<file path="src/rtl/fsup_pkg.sv">
// Shared types for the fault supervisor: controller states and fault cause codes.
// The numeric cause codes are visible at the top-level port and must not change.
package fsup_pkg;

    typedef enum logic [2:0] {
        ST_OFF   = 3'd0,
        ST_SOFT  = 3'd1,
        ST_RUN   = 3'd2,
        ST_WAIT  = 3'd3,
        ST_PROBE = 3'd4
    } fsup_state_e;

    typedef enum logic [2:0] {
        CAUSE_NONE  = 3'd0,
        CAUSE_HOT   = 3'd1,
        CAUSE_CLAMP = 3'd2,
        CAUSE_DIS   = 3'd3,
        CAUSE_OVL   = 3'd4,
        CAUSE_MAXD  = 3'd5
    } fsup_cause_e;

endpackage

</file>
<file path="src/rtl/fsup_tick.sv">
// Prescaler: emits a one-clock tick every DIV clocks.
// Assumes DIV >= 2. Free-running once out of reset.
module fsup_tick #(
    parameter int DIV = 5000,
    localparam int CW = (DIV > 1) ? $clog2(DIV) : 1
) (
    input  logic clk,
    input  logic rst_n,
    output logic tick
);

    logic [CW-1:0] cnt;

    assign tick = (cnt == CW'(DIV - 1));

    // Count clocks and wrap at DIV.
    always_ff @(posedge clk) begin
        if (!rst_n)
            cnt <= '0;
        else if (tick)
            cnt <= '0;
        else
            cnt <= cnt + 1'b1;
    end

    assert_tick_bound_R2: assert property (@(posedge clk) disable iff (!rst_n)
        cnt <= CW'(DIV - 1));

endmodule

</file>
<file path="src/rtl/fsup_filter.sv">
// Time filter: trip is raised once 'level' has been continuously high
// for LIMIT ticks while 'en' is high. Any low level or disable clears it.
module fsup_filter #(
    parameter int LIMIT = 10,
    localparam int CW = $clog2(LIMIT + 1)
) (
    input  logic clk,
    input  logic rst_n,
    input  logic tick,
    input  logic en,
    input  logic level,
    output logic trip
);

    logic [CW-1:0] cnt;

    assign trip = (cnt == CW'(LIMIT));

    // Accumulate ticks of uninterrupted level, saturating at LIMIT.
    always_ff @(posedge clk) begin
        if (!rst_n || !en || !level)
            cnt <= '0;
        else if (tick && !trip)
            cnt <= cnt + 1'b1;
    end

    assert_filter_bound_R7: assert property (@(posedge clk) disable iff (!rst_n)
        cnt <= CW'(LIMIT));

    assert_filter_clears_R7: assert property (@(posedge clk) disable iff (!rst_n)
        !level |=> !trip);

endmodule

</file>
<file path="src/rtl/fsup_cyc_cnt.sv">
// Per-switching-cycle fault counter. Two variants, chosen by UPDOWN:
//   1: up on a hit cycle, down (floor 0) on a clean cycle  (overload)
//   0: up on a hit cycle, cleared on a clean cycle         (consecutive run)
// trip is high while the count equals LIMIT. Assumes LIMIT >= 1.
module fsup_cyc_cnt #(
    parameter int LIMIT  = 10,
    parameter bit UPDOWN = 1'b0,
    localparam int CW = $clog2(LIMIT + 1)
) (
    input  logic clk,
    input  logic rst_n,
    input  logic en,
    input  logic cyc_end,
    input  logic hit,
    output logic trip
);

    logic [CW-1:0] cnt;
    logic [CW-1:0] nxt;

    assign trip = (cnt == CW'(LIMIT));

    generate
        if (UPDOWN) begin : g_updown
            // Next count: step toward LIMIT on a hit, toward zero otherwise.
            always_comb begin
                nxt = cnt;
                if (cyc_end) begin
                    if (hit) begin
                        if (!trip) nxt = cnt + 1'b1;
                    end else if (cnt != '0) begin
                        nxt = cnt - 1'b1;
                    end
                end
            end
        end else begin : g_consec
            // Next count: extend the run on a hit, restart it otherwise.
            always_comb begin
                nxt = cnt;
                if (cyc_end) begin
                    if (!hit)      nxt = '0;
                    else if (!trip) nxt = cnt + 1'b1;
                end
            end
        end
    endgenerate

    // Hold the count; cleared whenever counting is not enabled.
    always_ff @(posedge clk) begin
        if (!rst_n || !en)
            cnt <= '0;
        else
            cnt <= nxt;
    end

    assert_cnt_bound_R3: assert property (@(posedge clk) disable iff (!rst_n)
        cnt <= CW'(LIMIT));

    assert_cnt_idle_R5: assert property (@(posedge clk) disable iff (!rst_n)
        (en && $past(en) && !$past(cyc_end)) |-> $stable(cnt));

    assert_cnt_unit_step_R3: assert property (@(posedge clk) disable iff (!rst_n)
        (en && $past(en) && $past(hit)) |-> (cnt == $past(cnt) || cnt == $past(cnt) + 1'b1));

endmodule

</file>
<file path="src/rtl/fsup_ramp.sv">
// Soft-start ramp. While 'en' is low the step is preset to 1. While high,
// the step rises by one every STEP_TICKS ticks up to STEPS; 'done' pulses at
// the end of the interval spent at STEPS. Assumes STEPS >= 1, STEP_TICKS >= 2.
module fsup_ramp #(
    parameter int STEPS      = 8,
    parameter int STEP_TICKS = 10,
    localparam int SW = $clog2(STEPS + 1),
    localparam int CW = (STEP_TICKS > 1) ? $clog2(STEP_TICKS) : 1
) (
    input  logic          clk,
    input  logic          rst_n,
    input  logic          en,
    input  logic          tick,
    output logic [SW-1:0] step,
    output logic          done
);

    logic [CW-1:0] cnt;
    logic          last;

    assign last = (cnt == CW'(STEP_TICKS - 1));
    assign done = en && tick && last && (step == SW'(STEPS));

    // Advance the interval counter and the step value.
    always_ff @(posedge clk) begin
        if (!rst_n || !en) begin
            step <= SW'(1);
            cnt  <= '0;
        end else if (tick) begin
            if (last) begin
                cnt <= '0;
                if (step != SW'(STEPS)) step <= step + 1'b1;
            end else begin
                cnt <= cnt + 1'b1;
            end
        end
    end

    assert_ramp_unit_rise_R2: assert property (@(posedge clk) disable iff (!rst_n)
        (en && $past(en)) |-> (step == $past(step) || step == $past(step) + 1'b1));

    assert_ramp_range_R2: assert property (@(posedge clk) disable iff (!rst_n)
        step >= SW'(1) && step <= SW'(STEPS));

endmodule

</file>
<file path="src/rtl/fault_supervisor.sv">
// Converter fault supervisor. Sequences soft-start, normal running, restart
// waits and the over-temperature probe cycle; qualifies each fault source
// with its own filter and latches the winning cause by fixed priority.
// Assumes cyc_ilim/cyc_maxd are valid only with cyc_end, and that all flag
// inputs are already synchronous to clk.
module fault_supervisor
    import fsup_pkg::*;
#(
    parameter int TICK_CLKS         = 5000,
    parameter int SS_STEPS          = 8,
    parameter int SS_STEP_TICKS     = 10,
    parameter int CLAMP_TICKS       = 5,
    parameter int DIS_TICKS         = 10,
    parameter int MINF_TICKS        = 2000,
    parameter int RESTART_TICKS     = 10000,
    parameter int DIS_RESTART_TICKS = 5000,
    parameter int OVL_LIMIT         = 3000,
    parameter int MAXD_LIMIT        = 10,
    localparam int SW    = $clog2(SS_STEPS + 1),
    localparam int RMAX  = (RESTART_TICKS > DIS_RESTART_TICKS) ? RESTART_TICKS : DIS_RESTART_TICKS,
    localparam int RW    = $clog2(RMAX + 1)
) (
    input  logic          clk,
    input  logic          rst_n,
    input  logic          supply_ok,
    input  logic          cyc_end,
    input  logic          cyc_ilim,
    input  logic          cyc_maxd,
    input  logic          at_fmin,
    input  logic          clamp_hi,
    input  logic          dis_hi,
    input  logic          hot,
    output logic          pwm_en,
    output logic [SW-1:0] ilim_step,
    output logic [2:0]    fault_code
);

    fsup_state_e   state;
    fsup_cause_e   cause;
    fsup_cause_e   win;
    logic [RW-1:0] rcnt;
    logic [RW-1:0] rlim;
    logic          dis_wait;

    logic          tick;
    logic          active;
    logic          running;
    logic          trip_hot, trip_clamp, trip_dis, trip_minf, trip_ovl, trip_maxd;
    logic          trip_any;
    logic [SW-1:0] ramp_step;
    logic          ramp_done;

    assign active  = (state == ST_SOFT) || (state == ST_RUN);
    assign running = (state == ST_RUN);

    fsup_tick #(.DIV(TICK_CLKS)) u_tick (
        .clk  (clk),
        .rst_n(rst_n),
        .tick (tick)
    );

    fsup_ramp #(.STEPS(SS_STEPS), .STEP_TICKS(SS_STEP_TICKS)) u_ramp (
        .clk  (clk),
        .rst_n(rst_n),
        .en   (state == ST_SOFT),
        .tick (tick),
        .step (ramp_step),
        .done (ramp_done)
    );

    // Clamp filter runs only after soft-start has finished.
    fsup_filter #(.LIMIT(CLAMP_TICKS)) u_clamp (
        .clk  (clk),
        .rst_n(rst_n),
        .tick (tick),
        .en   (running),
        .level(clamp_hi),
        .trip (trip_clamp)
    );

    fsup_filter #(.LIMIT(DIS_TICKS)) u_dis (
        .clk  (clk),
        .rst_n(rst_n),
        .tick (tick),
        .en   (active),
        .level(dis_hi),
        .trip (trip_dis)
    );

    fsup_filter #(.LIMIT(MINF_TICKS)) u_minf (
        .clk  (clk),
        .rst_n(rst_n),
        .tick (tick),
        .en   (active),
        .level(at_fmin),
        .trip (trip_minf)
    );

    fsup_cyc_cnt #(.LIMIT(OVL_LIMIT), .UPDOWN(1'b1)) u_ovl (
        .clk    (clk),
        .rst_n  (rst_n),
        .en     (active),
        .cyc_end(cyc_end),
        .hit    (cyc_ilim),
        .trip   (trip_ovl)
    );

    fsup_cyc_cnt #(.LIMIT(MAXD_LIMIT), .UPDOWN(1'b0)) u_maxd (
        .clk    (clk),
        .rst_n  (rst_n),
        .en     (active),
        .cyc_end(cyc_end),
        .hit    (cyc_maxd),
        .trip   (trip_maxd)
    );

    assign trip_hot = hot && active;
    assign trip_any = trip_hot || trip_clamp || trip_dis || trip_minf || trip_ovl || trip_maxd;

    // Fixed-priority selection of the cause to latch.
    always_comb begin
        if (trip_hot)                    win = CAUSE_HOT;
        else if (trip_clamp)             win = CAUSE_CLAMP;
        else if (trip_dis)               win = CAUSE_DIS;
        else if (trip_ovl || trip_minf)  win = CAUSE_OVL;
        else if (trip_maxd)              win = CAUSE_MAXD;
        else                             win = CAUSE_NONE;
    end

    // Restart wait length depends on which fault was served.
    assign rlim = dis_wait ? RW'(DIS_RESTART_TICKS - 1) : RW'(RESTART_TICKS - 1);

    // Main sequencer: start, run, trip, wait, probe.
    always_ff @(posedge clk) begin
        if (!rst_n || !supply_ok) begin
            state    <= ST_OFF;
            cause    <= CAUSE_NONE;
            rcnt     <= '0;
            dis_wait <= 1'b0;
        end else begin
            case (state)
                ST_OFF: state <= ST_SOFT;
                ST_SOFT, ST_RUN: begin
                    if (trip_any) begin
                        state    <= ST_WAIT;
                        cause    <= win;
                        dis_wait <= (win == CAUSE_DIS);
                        rcnt     <= '0;
                    end else if (state == ST_SOFT && ramp_done) begin
                        state <= ST_RUN;
                    end
                end
                ST_WAIT: begin
                    if (tick) begin
                        if (rcnt == rlim) begin
                            rcnt <= '0;
                            if (cause == CAUSE_HOT) begin
                                state <= ST_PROBE;
                            end else begin
                                state <= ST_SOFT;
                                cause <= CAUSE_NONE;
                            end
                        end else begin
                            rcnt <= rcnt + 1'b1;
                        end
                    end
                end
                ST_PROBE: begin
                    if (cyc_end) begin
                        if (hot) begin
                            state    <= ST_WAIT;
                            dis_wait <= 1'b0;
                            rcnt     <= '0;
                        end else begin
                            state <= ST_SOFT;
                            cause <= CAUSE_NONE;
                        end
                    end
                end
                default: state <= ST_OFF;
            endcase
        end
    end

    // Output decode from the sequencer state.
    always_comb begin
        pwm_en     = active || (state == ST_PROBE);
        fault_code = cause;
        case (state)
            ST_SOFT:  ilim_step = ramp_step;
            ST_RUN:   ilim_step = SW'(SS_STEPS);
            ST_PROBE: ilim_step = SW'(1);
            default:  ilim_step = '0;
        endcase
    end

    assert_supply_off_R1: assert property (@(posedge clk) disable iff (!rst_n)
        !supply_ok |=> (!pwm_en && fault_code == 3'd0 && ilim_step == '0));

    assert_trip_stops_pwm_R8: assert property (@(posedge clk) disable iff (!rst_n)
        (active && trip_any && supply_ok) |=> !pwm_en);

    assert_hot_wins_R10: assert property (@(posedge clk) disable iff (!rst_n)
        (active && hot && supply_ok) |=> (fault_code == 3'd1));

    assert_code_held_R11: assert property (@(posedge clk) disable iff (!rst_n)
        (state == ST_WAIT && $past(state == ST_WAIT)) |-> $stable(fault_code));

    assert_probe_is_hot_R9: assert property (@(posedge clk) disable iff (!rst_n)
        (state == ST_PROBE) |-> (fault_code == 3'd1 && ilim_step == SW'(1)));

endmodule

</file>
<file path="config.mk">
export PLATFORM = sky130hd
export DESIGN_NAME = fault_supervisor
export DESIGN_NICKNAME = d
export VERILOG_FILES = /design/src/rtl/fsup_pkg.sv /design/src/rtl/fsup_tick.sv /design/src/rtl/fsup_filter.sv /design/src/rtl/fsup_cyc_cnt.sv /design/src/rtl/fsup_ramp.sv /design/src/rtl/fault_supervisor.sv
export SDC_FILE = /design/constraint.sdc
export NUM_CORES = 1
export LEC_CHECK = 0
export CAP_MARGIN = 20
export CORE_MARGIN = 2
export CORE_UTILIZATION = 55
export CTS_CLUSTER_SIZE = 20
export DETAILED_ROUTE_END_ITERATION = 10
export DONT_BUFFER_PORTS = 1
export PLACE_DENSITY_LB_ADDON = 0.25
export SYNTH_ARGS = -nofsm -noshare
export SYNTH_HDL_FRONTEND = slang
export SYNTH_HIERARCHICAL = 1
export SYNTH_SLANG_ARGS = --single-unit
</file>
<file path="constraint.sdc">
create_clock -name clk -period 3.8 [get_ports clk]
set_clock_uncertainty 0.15 [all_clocks]
set_input_delay 0.76 -clock clk [delete_from_list [all_inputs] [get_ports clk]]
set_output_delay 0.76 -clock clk [all_outputs]
set_load 0.02 [all_outputs]
</file>
======== Yosys cells after proc, flatten, opt, wreduce, memory -nomap -nowiden ========
Index checks and enable logic that the tools add are counted.
cells by class
  add/subtract/negate cells ............... 10
  equality and inequality tests ........... 26
  muxes and demuxes ....................... 38
  bitwise logic cells ..................... 1
  reductions and logical operators ........ 48
operator list
  kind                                                                   count
  14-bit two-way mux                                                     6
  3-bit two-way mux                                                      17
  14-bit one-hot mux with 3 select lines                                 1
  12-bit two-way mux                                                     3
  4-bit by 1-bit adder with 4-bit output, second input constant          4
  4-bit equality test, second input constant                             4
  2-bit inequality test, second input constant                           8
  1-bit logical OR                                                       15
  14-bit by 1-bit adder with 14-bit output, second input constant        1
  14-bit equality test                                                   1
  13-bit by 1-bit adder with 13-bit output, second input constant        1
  13-bit equality test, second input constant                            1
  12-bit by 1-bit adder with 12-bit output, second input constant        1
  12-bit equality test, second input constant                            1
  4-bit two-way mux                                                      3
  3-bit one-hot mux with 4 select lines                                  1
  4-bit one-hot mux with 3 select lines                                  1
  12-bit nonzero test                                                    1
  12-bit by 1-bit subtractor with 12-bit output, second input constant   1
  11-bit by 1-bit adder with 11-bit output, second input constant        1
  11-bit equality test, second input constant                            1
  1-bit logical NOT                                                      11
  3-bit by 2-bit equality test with 1-bit output, second input constant  3
  3-bit one-hot mux with 3 select lines                                  1
  other kinds (20)                                                       35
storage, ports and cells
  flip-flop bits (word level) ............. 76
  output and inout port bits .............. 8
  word-level logic and storage cells ...... 135

======== Logic depth before layout (Yosys ltp) ========
  depth in word-level cells ............... 10
  depth in mapped cells ................... 10
  gate-level depth less buffers ........... 10

======== Hierarchy ========
The synthesis kept the hierarchy.
by module, submodules not included
  module                  instances  cells each  area an instance (µm²)  sequential area each (µm²)
  fault_supervisor        1          186         1455.1                  420.4
  fsup_cyc_cnt at u_ovl   1          110         1001.0                  240.2
  fsup_tick               1          64          565.5                   260.2
  fsup_filter at u_minf   1          64          555.5                   220.2
  fsup_ramp               1          49          441.7                   160.2
  fsup_cyc_cnt at u_maxd  1          26          219.0                   80.1
  fsup_filter at u_dis    1          22          214.0                   80.1
  fsup_filter at u_clamp  1          18          178.9                   60.1

======== Least setup slack after synthesis ========
No wires, ideal clock.
  kind .................................... register -> register
  start ................................... register u_tick.cnt[6]
  end ..................................... register state[2]
  arrival ................................. 2858 ps
  required time ........................... 3563 ps
  setup slack ............................. 705 ps
  cell stages (with the launch flop) ...... 10
  path buffers ............................ 0
  period minus slack after synthesis ...... 3095 ps
  cells stage by stage .................... dfxtp_1 > or4_1 > or4_4 > inv_1 > nand3b_4 > nor3_1 > o21a_1 > o31a_1 > or4b_1 > o31ai_1
on the way
  word-level cells in the longest chain between the ends .. 7
  elaborated cells between the ends (all ways) .. 8
ends and longest elaborated chain
  item                             RTL line                 source
  start: declaration               fsup_tick.sv:12          logic [CW-1:0] cnt;
  start signal: assignment         fsup_tick.sv:23          cnt <= cnt + 1'b1;
  13-bit equality test             fsup_tick.sv:14          assign tick = (cnt == CW'(DIV - 1));
  via tick                         fault_supervisor.sv:45   logic tick;
  1-bit logical AND (3 in a row)   fsup_ramp.sv:22          assign done = en && tick && last && (step == SW'(STEPS));
  via ramp_done                    fault_supervisor.sv:51   logic ramp_done;
  1-bit logical AND                fault_supervisor.sv:149  end else if (state == ST_SOFT && ramp_done) begin
  3-bit inequality test (no line)  -
  4-bit AND reduction (no line)    -
  end signal: assignment           fault_supervisor.sv:150  state <= ST_RUN;
  end signal: assignment           fault_supervisor.sv:158  state <= ST_PROBE;
  end signal: assignment           fault_supervisor.sv:160  state <= ST_SOFT;
  end: declaration                 fault_supervisor.sv:38   fsup_state_e state;
The timed path passes the listed nets, and every way through them passes these cells.
A chain may end at the register's enable or synchronous reset.

======== Final worst setup path ========
Same ends and word-level chain as after synthesis.

==> flow_metrics.py <==
metrics = {
    "outcome": {
        "outcome": "complete, no violations",
    },
    "worst_setup_path": {
        "critical_path_arrival_ns": 3.24,
        "timing.reg2reg.worst_path_depth": 10,
        "worst_path_largest_cell_delay_ns": 0.54,
        "critPathCaptureType": "flop",
        "timing.critical_path.fanout_max": 11,
        "reg2reg_setup_slack_ns": 0.66,
        "regToRegEndpoint": "state[2]",
        "setup.worst_path.start_class": "flop",
        "cpMaxStageDelayCell": "or4_4",
        "timing.critical_path.to": "state[2]",
        "timing.critical_path.from": "u_tick/cnt[6]",
        "worstReg2RegStart": "u_tick/cnt[6]",
        "worst-endpoint-required_ns": 3.90,
        "path_class": "reg2reg",
        "worstPathCellList": "or4_1 -> or4_4 -> inv_1 -> buf_4 -> nand3b_4 -> nor3_1 -> o21a_1 -> o31a_1 -> or4b_1 -> o31ai_1",
    },
    "detailed_routing": {
        "final_antenna_net_count": 0,
        "drtIter0Drc": 214,
        "remaining_drc_errors": 0,
        "detail_route.wl_per_cell_um": 16.1,
        "viasPerCell": 6.30,
        "detailedRoute.firstPassIterationCount": 6,
        "dr_total_vias": 4089,
        "postRouteWirelength_mm": 10.4,
    },
    "power_and_ir_drop": {
        "power_density_mw_per_mm2": 324,
        "total_leakage_power_nw": 1.81,
        "ir_worst_vdd_mv": 0.144,
    },
    "logic_synthesis": {
        "mappedNetlistNets": 572,
        "synth_cell_type_count": 80,
        "ys_top_cells_by_area": "dfxtp_1, ha_1, nand2_1, a21oi_1, nand3_1",
        "netlist_area_mm2": 0.00463,
        "postSynthCellCount": 539,
        "yosys_warnings": 6,
        "post-synth-top-area-fraction": 0.329,
        "post_synth.cell_area_avg_um2": 8.59,
        "seq_area_frac_synth": 0.329,
        "yosysTopAreaCell": "dfxtp_1",
        "ys_ff_latch": 76,
        "ys_dominant_reg_cell": "dfxtp_1",
        "synth-edff-count": 0,
        "asyncSetResetFlopFracSynth": 0,
    },
    "clocking": {
        "tritoncts.num_buffers": 9,
        "tritoncts": "done",
        "cts_buffer_depth": 2,
        "holdBufCountCts": 0,
        "postCtsSetupRepairBufs": 0,
        "cts.repair.resized": 0,
        "clkTransAtPathRegs_ns": 0.09,
        "htree_num_levels": 3,
        "clk-insertion-delay-late_ns": 0.36,
        "cts-root-buf": "clkbuf_8",
        "tritoncts_num_sinks": 76,
    },
    "floorplan": {
        "chipWidth_um": 95.8,
        "floorplan.core_area_mm2": 0.00818,
        "die_h_um": 95.8,
        "initial_standard_cell_utilization_of_the_core": 0.566,
        "floorplan.die_area_mm2": 0.00917,
        "rows": 33,
        "ports_placed_on_the_boundary": 18,
    },
    "timing": {
        "maxClockFrequency_mhz": 319,
        "timing.setup.tns_ns": 0,
        "rsz0062_at_grt": "no",
        "final_setup_violation_count": 0,
        "finalHoldViolations": 0,
        "final_min_period_over_clock_period": 0.825,
        "final_worst_path_period_need_ns": 3.14,
        "worst-slew-pin-transition_ns": 0.930,
        "slew-limit-headroom": 0.380,
        "slew_violations": 0,
    },
    "final_layout": {
        "stdcell_area_mm2": 0.00491,
        "proportion_of_layout_cells_with_a_drive_suffix_above_1": 0.0956,
        "mostFrequentLayoutCells": "dfxtp_1, nand2_1, nor2_1",
        "antenna-diode-count": 0,
        "area_delta_synth_final_pct": 6.13,
        "design.final.nets": 572,
        "layout_commonest_cell": "dfxtp_1",
    },
    "grt": {
        "grt_start_max_net_pins": 28,
        "grt_antenna_before_repair": 0,
        "total_gr_overflow": 0,
        "grt_usage": 0.238,
        "grt_pass1_vias": 3831,
        "grt_first_pass_wirelength_mm": 17.4,
    },
    "place": {
        "placed_area_mm2": 0.00472,
        "dpl.hpwl_mm": 7.45,
        "gp_routability_congestion": 0.857,
        "port_buffers": 0,
    },
    "job": {
        "max_cap_violations": 0,
    },
    "worst_hold_path": {
        "worst_hold_path_type": "reg2reg",
    },
}
[layout make-up]
class | count | area, um^2
fill | 722 | 3260
multi-input combinational | 429 | 2960
sequential | 76 | 1520
tap | 105 | 131
clock buffer | 9 | 124
clock inverter | 7 | 75.1
inverter | 19 | 71.3
timing repair buffer | 4 | 30.0
[report_power, final]
part | leakage (nW) | total (mW) | internal [mW] | switching (mW)
Sequential | 0.613 | 0.815 | 0.803 | 0.0118
Combinational | 1.09 | 0.150 | 0.0577 | 0.0923
Clock | 0.104 | 0.630 | 0.307 | 0.323
Total | 1.81 | 1.59 | 1.17 | 0.427
[cell families (layout without fill, tap and decap cells)]
group	Yosys count	after routing	synth area share
simple gates	246	246	0.306
compound gates	118	118	0.186
flops	76	76	0.329
buf+inv	34	39	0.0319
xor+xnor	26	26	0.0492
fa+ha+maj	23	23	0.0638
mux	16	16	0.0346
[metal layers]
| metal | vias up | part of all wire | global-route usage |
|---|---|---|---|
| met5 | - | 0 | 0 |
| li1 | 2023 | - | - |
| met2 | 62 | 0.50 | 0.414 |
| met3 | 12 | 0.031 | 0.0548 |
| met4 | 0 | 0.016 | 0.0774 |
| met1 | 1992 | 0.46 | 0.290 |
[stage by stage]
step	setup slack, ns	hold WS, ns	instances	utilization	power [mW]
final	0.664	0.324	649	0.601	1.59
after global routing	0.504	0.350	649	0.601	1.66
after CTS	0.702	0.329	649	0.601	1.61
after detailed placement	0.719	0.308	633	0.577	0.982
after global placement	0.782	0.297	633	0.577	0.977
after floorplan	0.705	0.280	539	-	0.955
[flip-flops by register name (all words and copies together), names as in the netlist, 4 cells and up]
signal and flops:
u_minf/cnt 11, u_ramp/cnt 4, u_maxd/cnt 4, u_ramp/step 4, rcnt 14, u_tick/cnt 13, u_dis/cnt 4, u_ovl/cnt 12
[critical path: cells and delay by family (launching register included)]
| kind | cells | cell delay [ns] |
|---|---|---|
| AO/OA/AOI/OAI | 3 | 0.42 |
| AND/OR/NAND/NOR | 5 | 1.81 |
| buffers and inverters | 2 | 0.30 |
| flip-flops | 1 | 0.34 |
[worst min-delay path by stage]
stage / start / endpoint / slack [ns] / depth (start not counted)
after floorplan: u_tick/cnt[0] / u_tick/cnt[0] / 0.28 / 1
final: u_tick/cnt[0] / u_tick/cnt[0] / 0.32 / 1
after detailed placement: u_tick/cnt[0] / u_tick/cnt[0] / 0.31 / 1
after global placement: u_tick/cnt[0] / u_tick/cnt[0] / 0.30 / 1
after CTS: rcnt[1] / rcnt[1] / 0.33 / 2
after global routing: u_tick/cnt[0] / u_tick/cnt[0] / 0.35 / 1
[synth_stat cells, types with 4 or more instances]
| master | n |
|---|---|
| mux2i_1 | 16 |
| and3_1 | 9 |
| or4b_1 | 4 |
| nor2_1 | 46 |
| a31oi_1 | 4 |
| xor2_1 | 8 |
| nand4b_1 | 5 |
| o31ai_1 | 11 |
| clkbuf_1 | 7 |
| a2111oi_0 | 4 |
| or4_1 | 11 |
| or3_1 | 5 |
| o21ai_0 | 10 |
| a32oi_1 | 7 |
| and2_1 | 5 |
| dfxtp_1 | 76 |
| nand3_1 | 35 |
| nand4_1 | 18 |
| nand2b_1 | 6 |
| ha_1 | 22 |
| nand2_1 | 53 |
| inv_1 | 19 |
| xnor2_1 | 18 |
| a21oi_1 | 37 |
| nor3_1 | 12 |
| o211ai_1 | 5 |
| o41ai_1 | 5 |
Power figures use the tool's default switching activity.
